<file path="config.mk">
export PLATFORM = sky130hd
export DESIGN_NAME = bus_hold_arbiter
export DESIGN_NICKNAME = d
export VERILOG_FILES = /design/src/rtl/bus_hold_pkg.sv /design/src/rtl/req_sync.sv /design/src/rtl/hold_fsm.sv /design/src/rtl/drive_ctl.sv /design/src/rtl/bus_hold_arbiter.sv
export SDC_FILE = /design/constraint.sdc
export NUM_CORES = 1
export LEC_CHECK = 0
export BUFFER_PORTS_ARGS = -buffer_cell sky130_fd_sc_hd__buf_2
export CORE_AREA = 2 2 39 41
export CTS_BUF_LIST = sky130_fd_sc_hd__clkbuf_8
export CTS_CLUSTER_SIZE = 30
export DETAILED_ROUTE_END_ITERATION = 12
export DIE_AREA = 0 0 41 43
export GPL_TIMING_DRIVEN = 0
export HOLD_SLACK_MARGIN = 0.15
export PLACE_DENSITY = 0.46
export REMOVE_ABC_BUFFERS = 1
export SYNTH_ARGS = -nofsm -noshare
export SYNTH_HDL_FRONTEND = slang
export SYNTH_SLANG_ARGS = --single-unit
</file>
<file path="constraint.sdc">
create_clock -name clk -period 1.4 [get_ports clk]
set_clock_uncertainty 0.1 [all_clocks]
set_input_delay 0.42 -clock clk [delete_from_list [all_inputs] [get_ports clk]]
set_output_delay 0.42 -clock clk [all_outputs]
set_load 0.02 [all_outputs]
</file>
<file path="src/rtl/bus_hold_pkg.sv">
package bus_hold_pkg;
  typedef enum logic [1:0] {
    OWNED   = 2'd0,
    LENT    = 2'd1,
    RECLAIM = 2'd2
  } hold_state_t;
endpackage

</file>
<file path="src/rtl/req_sync.sv">
module req_sync #(
  parameter int STAGES = 2
) (
  input  logic clk,
  input  logic rst_n,
  input  logic req_async,
  output logic req_sync_o
);
  logic [STAGES-1:0] chain_q;

  genvar g;
  generate
    for (g = 0; g < STAGES; g++) begin : g_stage
      if (g == 0) begin : g_first
        always_ff @(posedge clk or negedge rst_n) begin
          if (!rst_n) chain_q[0] <= 1'b0;
          else        chain_q[0] <= req_async;
        end
      end else begin : g_next
        always_ff @(posedge clk or negedge rst_n) begin
          if (!rst_n) chain_q[g] <= 1'b0;
          else        chain_q[g] <= chain_q[g-1];
        end
      end
    end
  endgenerate

  assign req_sync_o = chain_q[STAGES-1];
endmodule

</file>
<file path="src/rtl/hold_fsm.sv">
module hold_fsm
  import bus_hold_pkg::*;
(
  input  logic        clk,
  input  logic        rst_n,
  input  logic        req_s,
  input  logic        ext_busy,
  output hold_state_t state_o,
  output logic        grant_pending_o
);
  hold_state_t state_q, state_d;

  assign grant_pending_o = (state_q == OWNED) && req_s && !ext_busy;

  always_comb begin
    state_d = state_q;
    unique case (state_q)
      OWNED:   if (grant_pending_o) state_d = LENT;
      LENT:    if (!req_s)          state_d = RECLAIM;
      RECLAIM:                      state_d = OWNED;
      default:                      state_d = OWNED;
    endcase
  end

  always_ff @(posedge clk or negedge rst_n) begin
    if (!rst_n) state_q <= OWNED;
    else        state_q <= state_d;
  end

  assign state_o = state_q;

  // a grant only follows a synchronised request
  assert_grant_needs_req_R1: assert property (@(posedge clk) disable iff (!rst_n)
    (state_q == LENT && $past(state_q) == OWNED) |-> $past(req_s));
  // the lent state always passes through reclaim
  assert_lent_exit_R4: assert property (@(posedge clk) disable iff (!rst_n)
    ($past(state_q) == LENT && state_q != LENT) |-> state_q == RECLAIM);
endmodule

</file>
<file path="src/rtl/drive_ctl.sv">
module drive_ctl
  import bus_hold_pkg::*;
#(
  parameter int NUM_STROBES = 5
) (
  input  hold_state_t            state_i,
  input  logic                   go_mode,
  input  logic                   acc_valid,
  input  logic                   grant_pending,
  output logic                   bg_n,
  output logic                   addr_oe,
  output logic                   data_oe,
  output logic [NUM_STROBES-1:0] strobe_oe,
  output logic                   core_halt,
  output logic                   acc_ready
);
  logic owned;
  assign owned   = (state_i == OWNED);
  assign bg_n    = (state_i != LENT);
  assign addr_oe = owned;
  assign data_oe = owned;

  genvar g;
  generate
    for (g = 0; g < NUM_STROBES; g++) begin : g_strobe
      assign strobe_oe[g] = owned;
    end
  endgenerate

  assign core_halt = go_mode ? (!owned && acc_valid) : !owned;
  assign acc_ready = owned && !grant_pending;
endmodule

</file>
<file path="src/rtl/bus_hold_arbiter.sv">
module bus_hold_arbiter
  import bus_hold_pkg::*;
#(
  parameter int SYNC_STAGES = 2,
  parameter int NUM_STROBES = 5
) (
  input  logic                   clk,
  input  logic                   rst_n,
  input  logic                   br_n,
  input  logic                   go_mode,
  input  logic                   ext_busy,
  input  logic                   acc_valid,
  output logic                   acc_ready,
  output logic                   bg_n,
  output logic                   addr_oe,
  output logic                   data_oe,
  output logic [NUM_STROBES-1:0] strobe_oe,
  output logic                   core_halt
);
  logic        req_s;
  logic        pending;
  hold_state_t state;

  req_sync #(.STAGES(SYNC_STAGES)) u_sync (
    .clk(clk), .rst_n(rst_n), .req_async(!br_n), .req_sync_o(req_s)
  );

  hold_fsm u_fsm (
    .clk(clk), .rst_n(rst_n), .req_s(req_s), .ext_busy(ext_busy),
    .state_o(state), .grant_pending_o(pending)
  );

  drive_ctl #(.NUM_STROBES(NUM_STROBES)) u_drv (
    .state_i(state), .go_mode(go_mode), .acc_valid(acc_valid),
    .grant_pending(pending), .bg_n(bg_n), .addr_oe(addr_oe),
    .data_oe(data_oe), .strobe_oe(strobe_oe), .core_halt(core_halt),
    .acc_ready(acc_ready)
  );

  assert_drivers_off_R2: assert property (@(posedge clk) disable iff (!rst_n)
    !bg_n |-> (!addr_oe && !data_oe && strobe_oe == '0));
  assert_defer_busy_R3: assert property (@(posedge clk) disable iff (!rst_n)
    $fell(bg_n) |-> !$past(ext_busy));
  assert_reclaim_gap_R4: assert property (@(posedge clk) disable iff (!rst_n)
    $rose(addr_oe) |-> ($past(bg_n) && bg_n));
  assert_halt_normal_R5: assert property (@(posedge clk) disable iff (!rst_n)
    (!go_mode && !addr_oe) |-> core_halt);
  assert_go_idle_R6: assert property (@(posedge clk) disable iff (!rst_n)
    (go_mode && !acc_valid) |-> !core_halt);
  assert_ready_owned_R7: assert property (@(posedge clk) disable iff (!rst_n)
    acc_ready |-> (bg_n && addr_oe && data_oe));
  assert_enables_agree_R2: assert property (@(posedge clk) disable iff (!rst_n)
    (strobe_oe == '0) || (&strobe_oe));
endmodule

</file>
==> qor.csv, run 1 <==
metric,value,unit
status,"finished, violations left",
violated checks,negative setup slack,
measured slew at the worst slew-check pin,191,ps
portion of netlist area occupied by mux cells,0,%
Flop pwr share,25.4,%
Pins Over Slew Limit,0,
initial drt markers,0,
"leading cell type in the layout, fill and taps excluded",buf_4,
Crit Path Max Fanout,2,
Worst EP required,880,ps
num ports,16,
Initial Util,14.6,%
Cell variety after synth,9,
Fin. Hold Viols,0,
Hold Crit Class,reg -> reg,
clock sink count,4,
"Power, Total",0.509,mW
NumNets Final,44,
Synth Area in Adders,0,%
RSZ-0062 raised after global routing,yes,
Sw Share,26.4,%
initial antenna violation count,0,
critical path type,reg -> out,
setup TNS,-1490,ps
share of post-route cells with drive strength above 1,66.7,%
DR vias/cell,3.60,
P&R area growth vs syn,83.3,%
Placeable Area,0.00138,sq mm
complex-gate fraction of the synthesized area,13.0,%
Setup-failing EPs final,10,
Mapped Area,203,sq um
first-pass GRT wire length,655,microns
CP cell instances,buf_4 > buf_6 > nand2b_4 > buf_6,
Setup crit end kind,output port,
period utilization,111,%
drt total wl,480,microns
xor/xnor share of the synthesized area,0,%
CTS Buffer Depth,2,
die outline width,41,microns
routed vias,187,
syn avg cell area,10.1,sq um
vias in the first global route,157,
antenna-violating nets left,0,
clk root buf,clkbuf_8,
die height,43,microns
CP top delay family,flip-flops,
Routed WL per cell,9.23,microns
P per Cell Area,1370,mW/mm^2
leakage,0.203,nW
Final Critical Period,1560,ps
DIE AREA,0.00176,sq mm
largest net degree at the start of global routing,8,
final setup margin,-159,ps
register area share after synthesis,49.4,%
Port Buffer Count,15,
Worst Path Buf+Inv,3,
Crit-path slowest cell,dfrtp_1,
post-synth top area cell,dfrtp_1,
synthesized instance count,20,
WP data arrival,1040,ps
clk_lat worst skew,210,ps
"Largest stage delay, worst path",390,ps
most frequent cells in the layout,"buf_4, buf_2, inv_1, dfrtp_1, clkbuf_8",
GR Overflow Total,0,
Worst setup SP type,register,
Slew HR,87.3,%
Clock Power Share,47.0,%
register bit total from synthesis,4,
num rows,14,
Worst VDD drop,0.519,mV
H-tree Lvls,1,
# DRC,0,
largest cells by area after synthesis,"dfrtp_1, buf_4, inv_1",
most frequent CP cell,buf_6,
DRT Pass-1 Iters,1,
# diodes,0,
Gate power share,27.6,%
Yosys top cell area share,49.4,%
CTS tree,built,
Pint,0.375,mW
Psw,0.135,mW
cts bufs inserted,3,
all-layer global routing usage,6.67,%
placer congestion estimate,0.586,
Synthesis Warnings,0,
max-cap viol count,0,
Max Fclk,0.642,GHz
largest family of logic cells by synthesized area,buffers and inverters,
Synth Area in Simple Gates,8.02,%
"Reg clk slew, reported paths",30,ps
==> cells by family (layout without fill, tap and decap cells) <==
group                  after synthesis  in the layout
AND/OR/NAND/NOR                      3              3
AO/OA/AOI/OAI                        3              3
buffers and inverters               10             26
flip-flops                           4              4
==> timing repair <==
action / CTS / global route
hold endpoints to repair: 4 / 0
setup endpoints to repair: 10 / 10
gates resized for setup: 12 / 2
buffers inserted: 2 / 1
pin swaps: 1 / 0
hold buffers: 1 / 0
==> path summary, 6_finish.rpt <==
check / start / endpoint / depth (start not counted) / slack (ps)
max in group asynchronous: rst_n / u_fsm.state_o[1]$_DFFE_PN0P_ / 2 / 640
worst max-delay path: u_fsm.state_o[0]$_DFFE_PN0P_ / bg_n / 4 / -160
worst min register to register: u_sync.chain_q[0]$_DFF_PN0_ / u_sync.req_sync_o$_DFF_PN0_ / 0 / 240
worst max register to register: u_fsm.state_o[0]$_DFFE_PN0P_ / u_fsm.state_o[0]$_DFFE_PN0P_ / 3 / 340
min in group asynchronous: rst_n / u_sync.chain_q[0]$_DFF_PN0_ / 2 / 440
worst min-delay path: u_sync.chain_q[0]$_DFF_PN0_ / u_sync.req_sync_o$_DFF_PN0_ / 0 / 240
==> flip-flops by register name (all words and copies together) (netlist names) <==
register,flops
u_sync.chain_q,1
u_sync.req_sync_o,1
u_fsm.state_o,2
==> power groups by stage <==
stage	clock (mW)	sequential [mW]	combinational [mW]
after floorplan	0	0.129	0.0602
after global placement	0	0.129	0.0998
after detailed placement	0	0.129	0.100
after CTS	0.251	0.129	0.133
after global routing	0.260	0.130	0.150
final	0.239	0.129	0.141
==> Yosys cell counts <==
library cell / count
a21oi_1: 1
nand2b_1: 1
nor2_1: 1
o211a_1: 1
nor2_2: 1
buf_4: 6
a21boi_2: 1
inv_1: 4
dfrtp_1: 4
==> stage by stage <==
stage	hold slack, ps	worst slack (ps)	utilization, %	instance area (sq um)	cells
floorplan	24.4	-1070	-	158	14
global placement	131	-133	18.3	253	45
detailed placement	130	-142	18.3	253	45
CTS	238	-166	25.5	353	51
global route	242	-217	26.9	372	52
finish	243	-159	26.9	372	52
==> per-layer routing <==
metal  routed length (microns)  GRT usage, %  vias to the layer above
li1                          -             -                       87
met1                       200          7.21                       80
met2                       180          7.19                       18
met3                        84          4.71                        2
met4                        15          8.00                        0
met5                         0             0                        -
==> worst register-to-register path: stages (launching register included) <==
cell	delay, ps
dfrtp_1	390
buf_4	150
buf_6	110
o211a_1	190
==> cell type report <==
| type | count | area [sq um] |
|---|---|---|
| clock buffers | 3 | 41.3 |
| fillers | 149 | 1010 |
| inverters | 4 | 15.0 |
| multi-input cells | 6 | 55.1 |
| flip-flops and latches | 4 | 100 |
| well taps | 16 | 20.0 |
| repair buffers | 19 | 140 |
Note: power is estimated with default switching activity, not from simulation.
==> inputs of run 2 (changes only) <==
- CTS_BUF_LIST: sky130_fd_sc_hd__clkbuf_8 -> not set
==> qor.csv, run 2 (synthesis gave the netlist of run 1 again) <==
metric,value,unit,change
Final Critical Period,1590,ps,was 1560 ps
CP cell instances,buf_4 > buf_6 > nand2b_4 > buf_6,,unchanged
"Reg clk slew, reported paths",40,ps,was 30 ps
cts bufs inserted,3,,unchanged
max-cap viol count,0,,unchanged
worst reg2reg startpoint,u_fsm.state_o[0]$_DFFE_PN0P_,,unchanged
die height,43,microns,unchanged
final setup margin,-185,ps,was -159 ps
Placeable Area,0.00138,sq mm,unchanged
critical path type,reg -> out,,unchanged
R2R cell count,3,,unchanged
Max Fclk,0.631,GHz,was 0.642 GHz
clock sink count,4,,unchanged
clk root buf,clkbuf_4,,was clkbuf_8
crit path capture,bg_n,,unchanged
R2R Path End,u_fsm.state_o[0]$_DFFE_PN0P_,,unchanged
most frequent CP cell,buf_6,,unchanged
WP data arrival,1070,ps,was 1040 ps
Slew HR,88.9,%,was 87.3%
clk_lat worst skew,240,ps,was 210 ps
placer congestion estimate,0.586,,unchanged
register-to-register setup slack,340,ps,about the same
routed vias,188,,was 187
P per Cell Area,1180,mW/mm^2,was 1370 mW/mm^2
# DRC,0,,unchanged
Hold Crit Class,in -> reg,,was reg -> reg
Port Buffer Count,15,,unchanged
vias in the first global route,161,,was 157
dpl cell area,253,sq um,unchanged
Critical Path Stages,4,,unchanged
largest net degree at the start of global routing,8,,unchanged
post-route insts no fill,52,,unchanged
first-pass GRT wire length,641,microns,was 655 microns
most frequent cells in the layout,"buf_4, buf_2, inv_1, dfrtp_1, clkbuf_4",,"was buf_4, buf_2, inv_1, dfrtp_1, clkbuf_8"
"leading cell type in the layout, fill and taps excluded",buf_4,,unchanged
CTS tree,built,,unchanged
antenna-violating nets left,0,,unchanged
leakage,0.195,nW,was 0.203 nW
drt total wl,478,microns,was 480 microns
DIE AREA,0.00176,sq mm,unchanged
Pins Over Slew Limit,0,,unchanged
num ports,16,,unchanged
initial antenna violation count,0,,unchanged
DR vias/cell,3.62,,was 3.60
all-layer global routing usage,6.67,%,unchanged
# diodes,0,,unchanged
P&R area growth vs syn,74.1,%,was 83.3%
DP Cell Count,45,,unchanged
measured slew at the worst slew-check pin,167,ps,was 191 ps
share of post-route cells with drive strength above 1,66.7,%,unchanged
violated checks,negative setup slack,,unchanged
CP top delay family,flip-flops,,unchanged
Fin. Hold Viols,0,,unchanged
DRT Pass-1 Iters,1,,unchanged
design area,353,sq um,was 372 sq um
Initial Util,14.6,%,unchanged
Crit Path Max Fanout,2,,unchanged
Setup crit end kind,output port,,unchanged
Worst EP required,880,ps,about the same
initial drt markers,0,,unchanged
Hold Path Depth,2,,was 0
NumNets Final,44,,unchanged
"Largest stage delay, worst path",400,ps,was 390 ps
Worst setup SP type,register,,unchanged
Routed WL per cell,9.19,microns,was 9.23 microns
die outline width,41,microns,unchanged
RSZ-0062 raised after global routing,yes,,unchanged
H-tree Lvls,1,,unchanged
Setup-failing EPs final,10,,unchanged
CTS Buffer Depth,2,,unchanged
GR Overflow Total,0,,unchanged
period utilization,113,%,was 111%
Final Util,25.5,%,was 26.9%
Crit-path slowest cell,dfrtp_1,,unchanged
Largest register FFs,2,,unchanged
Worst Path Buf+Inv,3,,unchanged
status,"finished, violations left",,unchanged
num rows,14,,unchanged
Worst VDD drop,0.368,mV,was 0.519 mV
Hold WS,219,ps,was 243 ps
Critical path origin,u_fsm.state_o[0]$_DFFE_PN0P_,,unchanged
[run 2: cell counts in the layout (fill, tap and decap cells not counted)]
Identical to the previous run, type by type.
[run 2: layout make-up]
| class | instances | area (sq um) |
|---|---|---|
| inverters | 4 | 15.0 |
| multi-input cells | 6 | 55.1 |
| well taps | 16 | 20.0 |
| repair buffers | 19 | 140 |
| flip-flops and latches | 4 | 100 |
| fillers | 143 | 1030 |
| clock buffers | 3 | 22.5 |
[run 2: what timing repair did]
action / in CTS / in global routing
gates cloned: 0 / 0
pin swaps: 1 / 0
resized for setup: 12 / 2
hold endpoints to repair: 4 / 0
setup buffers: 2 / 1
setup endpoints to repair: 10 / 10
hold buffers: 1 / 0
[run 2: worst reg2reg max path, delay by kind of cell (launching register included)]
| family | cells | cell delay (ps) |
|---|---|---|
| buf+inv | 2 | 260 |
| flops | 1 | 400 |
| compound gates | 1 | 190 |
[run 2: power by group]
part | switching, mW | internal, mW
logic | 0.0720 | 0.0683
registers | 0.00616 | 0.123
clock network | 0.0505 | 0.0961
total | 0.129 | 0.287
[run 2: per-layer routing]
metal / vias to the layer above / share of wire [%] / wire length, microns / GRT usage (%)
li1: 87 / - / - / -
met1: 79 / 42 / 201 / 7.21
met2: 19 / 36 / 171 / 7.19
met3: 3 / 18 / 85 / 4.71
met4: 0 / 4.0 / 19 / 8.00
met5: - / 0 / 0 / 0
[run 2: worst min path at each step]
stage | from | slack (ps) | endpoint
after floorplan | rst_n | 20 | u_fsm.state_o[0]$_DFFE_PN0P_
after global placement | rst_n | 130 | u_fsm.state_o[1]$_DFFE_PN0P_
after detailed placement | rst_n | 130 | u_sync.req_sync_o$_DFF_PN0_
after CTS | br_n | 210 | u_sync.chain_q[0]$_DFF_PN0_
after global routing | br_n | 210 | u_sync.chain_q[0]$_DFF_PN0_
final | br_n | 220 | u_sync.chain_q[0]$_DFF_PN0_
[run 2: metrics by stage]
step / TNS [ps] / setup slack (ps) / total power, mW
floorplan: -6420 / -1070 / 0.189
global placement: -167 / -133 / 0.229
detailed placement: -181 / -142 / 0.230
CTS: -1740 / -191 / 0.416
global route: -2320 / -249 / 0.446
finish: -1720 / -185 / 0.416
